**src/rtl/pbk_pkg.sv**
```systemverilog
package pbk_pkg;

  typedef enum logic [1:0] {
    FMT_MONO8    = 2'b00,
    FMT_PAIR     = 2'b01,
    FMT_STEREO16 = 2'b10,
    FMT_STEREO_X = 2'b11
  } fmt_e;

  // Bytes per sample for a format code, clamped to the lanes available.
  function automatic int unsigned fmt_len(input logic [1:0] f, input int unsigned max_lanes);
    int unsigned n;
    case (fmt_e'(f))
      FMT_MONO8:    n = 1;
      FMT_PAIR:     n = 2;
      FMT_STEREO16: n = 4;
      default:      n = 4;
    endcase
    if (n > max_lanes) n = max_lanes;
    return n;
  endfunction

  // Tracker position reported while a sample is complete.
  function automatic int unsigned last_index(input int unsigned len);
    return (len == 0) ? 0 : len - 1;
  endfunction

endpackage

```
**src/rtl/pbk_tracker.sv**
```systemverilog
module pbk_tracker #(
  parameter int LANES = 4,
  parameter int POS_W = $clog2(LANES),
  parameter int CNT_W = POS_W + 1
) (
  input  logic             clk,
  input  logic             rst_n,
  input  logic             adv,
  input  logic             clr,
  input  logic [CNT_W-1:0] sample_len,
  output logic [CNT_W-1:0] cnt,
  output logic             complete,
  output logic [POS_W-1:0] pos
);
  import pbk_pkg::*;

  always_ff @(posedge clk or negedge rst_n) begin
    if (!rst_n)    cnt <= '0;
    else if (clr)  cnt <= '0;
    else if (adv)  cnt <= cnt + CNT_W'(1);
  end

  always_comb begin
    complete = (cnt >= sample_len);
    if (complete) pos = POS_W'(last_index(int'(sample_len)));
    else          pos = cnt[POS_W-1:0];
  end

endmodule

```
**src/rtl/pbk_lanes.sv**
```systemverilog
module pbk_lanes #(
  parameter int LANES  = 4,
  parameter int BYTE_W = 8,
  parameter int POS_W  = $clog2(LANES),
  parameter int WORD_W = LANES * BYTE_W
) (
  input  logic              clk,
  input  logic              rst_n,
  input  logic              wr,
  input  logic              clr,
  input  logic [POS_W-1:0]  wr_idx,
  input  logic [BYTE_W-1:0] wr_data,
  output logic [WORD_W-1:0] word
);

  for (genvar g = 0; g < LANES; g++) begin : g_lane
    logic [BYTE_W-1:0] lane_q;
    logic              lane_hit;
    assign lane_hit = wr && (wr_idx == POS_W'(g));

    always_ff @(posedge clk or negedge rst_n) begin
      if (!rst_n)        lane_q <= '0;
      else if (clr)      lane_q <= '0;
      else if (lane_hit) lane_q <= wr_data;
    end

    assign word[g*BYTE_W +: BYTE_W] = lane_q;
  end

endmodule

```
**src/rtl/pbk_push.sv**
```systemverilog
module pbk_push #(
  parameter int WORD_W = 32
) (
  input  logic              clk,
  input  logic              rst_n,
  input  logic              commit,
  input  logic              drop,
  input  logic [WORD_W-1:0] word_in,
  output logic              push,
  output logic [WORD_W-1:0] push_data,
  output logic              ovr
);

  always_ff @(posedge clk or negedge rst_n) begin
    if (!rst_n) begin
      push      <= 1'b0;
      push_data <= '0;
      ovr       <= 1'b0;
    end else begin
      push <= commit;
      if (commit) push_data <= word_in;
      if (drop)   ovr <= 1'b1;
    end
  end

endmodule

```
**src/rtl/pbk_sample_packer.sv**
```systemverilog
module pbk_sample_packer #(
  parameter int LANES  = 4,
  parameter int BYTE_W = 8
) (
  input  logic                    clk,
  input  logic                    rst_n,
  input  logic                    wr_en,
  input  logic [BYTE_W-1:0]       wr_data,
  input  logic [1:0]              fmt,
  input  logic                    stat_rd,
  input  logic                    fifo_full,
  output logic                    push,
  output logic [LANES*BYTE_W-1:0] push_data,
  output logic                    stat_complete,
  output logic [$clog2(LANES)-1:0] stat_pos,
  output logic                    stat_ovr
);
  import pbk_pkg::*;

  localparam int POS_W  = $clog2(LANES);
  localparam int CNT_W  = POS_W + 1;
  localparam int WORD_W = LANES * BYTE_W;

  logic [CNT_W-1:0]  sample_len;
  logic [CNT_W-1:0]  trk_cnt;
  logic              trk_complete;
  logic [POS_W-1:0]  trk_pos;
  logic [WORD_W-1:0] lane_word;

  // Named internal events
  logic wr_accept;   // byte taken into a lane
  logic rd_commit;   // status read pushes the sample
  logic drop_full;   // status read loses the sample to a full FIFO

  assign sample_len = CNT_W'(fmt_len(fmt, LANES));
  assign wr_accept  = wr_en && !stat_rd && !trk_complete;
  assign rd_commit  = stat_rd && trk_complete && !fifo_full;
  assign drop_full  = stat_rd && trk_complete && fifo_full;

  pbk_tracker #(.LANES(LANES), .POS_W(POS_W), .CNT_W(CNT_W)) u_tracker (
    .clk        (clk),
    .rst_n      (rst_n),
    .adv        (wr_accept),
    .clr        (stat_rd),
    .sample_len (sample_len),
    .cnt        (trk_cnt),
    .complete   (trk_complete),
    .pos        (trk_pos)
  );

  pbk_lanes #(.LANES(LANES), .BYTE_W(BYTE_W), .POS_W(POS_W), .WORD_W(WORD_W)) u_lanes (
    .clk     (clk),
    .rst_n   (rst_n),
    .wr      (wr_accept),
    .clr     (stat_rd),
    .wr_idx  (trk_cnt[POS_W-1:0]),
    .wr_data (wr_data),
    .word    (lane_word)
  );

  pbk_push #(.WORD_W(WORD_W)) u_push (
    .clk       (clk),
    .rst_n     (rst_n),
    .commit    (rd_commit),
    .drop      (drop_full),
    .word_in   (lane_word),
    .push      (push),
    .push_data (push_data),
    .ovr       (stat_ovr)
  );

  assign stat_complete = trk_complete;
  assign stat_pos      = trk_pos;

endmodule

```
**config.mk**
```make
export PLATFORM = sky130hd
export DESIGN_NAME = pbk_sample_packer
export DESIGN_NICKNAME = d
export VERILOG_FILES = /design/src/rtl/pbk_pkg.sv /design/src/rtl/pbk_tracker.sv /design/src/rtl/pbk_lanes.sv /design/src/rtl/pbk_push.sv /design/src/rtl/pbk_sample_packer.sv
export SDC_FILE = /design/constraint.sdc
export NUM_CORES = 1
export LEC_CHECK = 0
export ABC_AREA = 1
export BUFFER_PORTS_ARGS = -buffer_cell sky130_fd_sc_hd__buf_2
export CORE_AREA = 2 2 81 83
export CTS_CLUSTER_DIAMETER = 50
export DETAILED_ROUTE_END_ITERATION = 6
export DIE_AREA = 0 0 83 85
export PLACE_DENSITY = 0.72
export SLEW_MARGIN = 20
export SYNTH_ARGS = -nofsm -noshare
export SYNTH_HDL_FRONTEND = slang
export SYNTH_SLANG_ARGS = --single-unit
export TNS_END_PERCENT = 20
```
**constraint.sdc**
```tcl
create_clock -name clk -period 2.2 [get_ports clk]
set_clock_uncertainty 0.15 [all_clocks]
set_input_delay 0.11 -clock clk [delete_from_list [all_inputs] [get_ports clk]]
set_output_delay 0.11 -clock clk [all_outputs]
set_load 0.01 [all_outputs]
```
==> flow_metrics.env <==
export IMPL_outcome="finished clean"
export IMPL_io_pins=52
export IMPL_synth_distinct_cells=25
export IMPL_drv_slew=0
export IMPL_cts_buffer_depth=2
export IMPL_finalCritPeriodShare_pct=93.9
export IMPL_fillers=579
export IMPL_drive_above_1_share_pct=22.1
export IMPL_synth_area_leader_cell="dfrtp_1"
export IMPL_gp_congestion=0.848
export IMPL_synth_nets=362
export IMPL_final_cell_mix="145 x nand2_1, 69 x dfrtp_1, 57 x nand3_1, 51 x buf_2, 13 x inv_1"
export IMPL_grt_pass1_vias=2451
export IMPL_avgSynthCellArea_um2=8.88
export IMPL_cp_num_buf_inv=3
export IMPL_slew_limit_headroom_pct=65.0
export IMPL_crit_family="flip-flops"
export IMPL_yosysSeqAreaShare_pct=57.2
export IMPL_cp_slowest_cell="dfrtp_1"
export IMPL_die_area_mm2=0.00706
export IMPL_ff2ff_setup_slack_ns=0.22
export IMPL_final_setup_viol_count=0
export IMPL_cpPeakStageDelay_ns=0.42
export IMPL_cp_common_cell="nand2_4"
export IMPL_fp_dieH_um=85
export IMPL_finalNetCount=419
export IMPL_worstHoldPathType="in -> reg"
export IMPL_cts_clk_slew_worst_paths_ns=0.07
export IMPL_areaGrowthSynthToFinish_pct=18.6
export IMPL_num_vias=2453
export IMPL_netlist_area_mm2=0.00302
export IMPL_finalPower_mw=3.11
export IMPL_synth_seq_cells=69
export IMPL_grt_first_pass_wirelength_um=11300
export IMPL_num_rows=29
export IMPL_dieWidth_um=83
export IMPL_critPathArrivalTime_ns=1.81
export IMPL_port_buffers=51
export IMPL_drt_iter0_drc=183
export IMPL_p_leak_nw=2.10
export IMPL_fmax_mhz=484
export IMPL_synth_top_cell_area_share_pct=57.2
export IMPL_start_kind="flip-flop"
export IMPL_worst_slack_ns=0.135
export IMPL_grt_overflow_total=0
export IMPL_dpl_hpwl_um=4210
export IMPL_ant_nets=0
export IMPL_wl_per_cell_um=13.4
export IMPL_cts_htree_levels=3
export IMPL_cp_cell_sequence="inv_2, ha_1, inv_1, nand2_1, nand2_4, nand2_4, a21oi_1, buf_2"
export IMPL_finalHoldViolCount=0
export IMPL_register_area_mm2=0.00173
export IMPL_drc=0
export IMPL_grt_start_max_net_pins=70
export IMPL_via_per_inst=5.12
export IMPL_grt_util_all_layers_pct=20.1
export IMPL_hp_start="wr_data[0]"
export IMPL_r2r_start="u_tracker.cnt[0]"
export IMPL_finalCriticalPeriod_ns=2.07
export IMPL_ys_warn_count=0
export IMPL_first_pass_iters=5
export IMPL_worstSkewPairLatency_ns=0.35
export IMPL_antenna_found_initial=0
export IMPL_wl_um=6440
export IMPL_numCtsBuffers=9
export IMPL_antenna_cells=0
export IMPL_worstMarginPinSlew_ns=0.523
export IMPL_cp_required_ns=1.94
export IMPL_synthTopCellsByArea="dfrtp_1 57%, nand2_1 18%, nand3_1 9.4%"
export IMPL_root_buffer="clkbuf_8"
export IMPL_netlist_instances=340
export IMPL_holdPathStages=5
export IMPL_powerDensity_mw_per_mm2=868
export IMPL_r2r_end="u_tracker.cnt[0]"
export IMPL_rr_worst_depth=8
export IMPL_numClockSinks=69
export IMPL_path_class="reg -> out"
export IMPL_cp_end_kind="primary output"
export IMPL_cp_max_fo=7
export IMPL_multiInputGateArea_mm2=0.00112
export IMPL_tritoncts="done"
export IMPL_ir_drop_uv=402
export IMPL_core_mm2=0.00620
export IMPL_final_common_cell="nand2_1"
export IMPL_start_util_pct=48.7
export IMPL_maxCapViolCount=0
export IMPL_post_place_ws_ns=0.220
export IMPL_hold_end="u_lanes.g_lane[2].lane_q[0]"
worst max-delay path by stage:
stage	start	end	slack [ns]	cells past startpoint
after floorplan	u_tracker.cnt[0]	u_push.push_data[0]	0.48	11
after global placement	u_tracker.cnt[0]	u_lanes.g_lane[0].lane_q[3]	0.32	9
after detailed placement	u_tracker.cnt[0]	u_tracker.cnt[0]	0.22	8
after CTS	u_tracker.cnt[0]	stat_pos[1]	0.08	8
after global routing	u_tracker.cnt[0]	stat_pos[0]	-0.002	8
final	u_tracker.cnt[0]	stat_pos[0]	0.13	8
stage by stage:
step	utilization [%]	instance area (um^2)	instances	setup TNS, ns	hold slack (ns)
floorplan	-	3020	340	0	-0.336
global placement	53.4	3310	457	0	0.0102
detailed placement	53.4	3310	457	0	0.0146
CTS	57.4	3560	477	0	0.00214
global route	57.7	3580	479	-0.00204	0.0136
finish	57.7	3580	479	0	0.0198
synth_stat cells (all sizes together):
master,instances
ha,7
nand4,4
nand3b,1
o21ai,3
nand3,58
buf,13
clkbuf,2
a21oi,2
nand2,148
a31o,1
nor2,10
dfrtp,69
or2,3
inv,18
clkinv,1
cell type report:
cell class              instances  area share (%)
clock buffers                  13            4.72
clock inverters                 3            1.19
repair buffers                 61            9.85
multi-input cells             237            31.3
well taps                      77            2.69
flip-flops and latches         69            48.2
inverters                      19            2.06
state kept, by name (all words and copies together) (netlist names):
name	cells
u_lanes.g_lane.lane_q	32
u_tracker.cnt	3
u_push.push_data	32
u_push.push	1
u_push.ovr	1
where the power goes:
| group | switching (mW) | total (mW) | internal, mW |
|---|---|---|---|
| registers | 0.0765 | 1.49 | 1.41 |
| logic | 0.329 | 0.533 | 0.205 |
| clock network | 0.468 | 1.08 | 0.615 |
| total | 0.874 | 3.11 | 2.23 |
worst reg2reg max path: stages, from the launching register on:
cell and delay (ns):
dfrtp_1 0.42, inv_2 0.09, ha_1 0.29, inv_1 0.05, nand2_1 0.08, nand2_4 0.13
nand3_2 0.09, nand2_2 0.37, o21ai_0 0.17
cell families (layout without fill, tap and decap cells):
group | after synthesis | in the layout | synth area share, %
compound gates | 6 | 6 | 1.49
buf+inv | 34 | 96 | 5.80
fa+ha+maj | 7 | 7 | 2.90
flops | 69 | 69 | 57.2
simple gates | 224 | 224 | 32.6
timing repair:
item	4_1_cts	5_1_grt
buffers inserted	0	2
gates resized for setup	0	3
setup endpoints to repair	0	3
hold buffers	4	0
endpoints found under the hold margin	74	0
layer usage:
layer,vias to the layer above,share of wire [%],global-route usage [%]
met5,-,0,0
met4,0,3.1,9.09
met3,15,6.2,5.84
met2,90,44,30.5
met1,1147,47,27.1
li1,1201,-,-
Power figures use the tool's default switching activity.
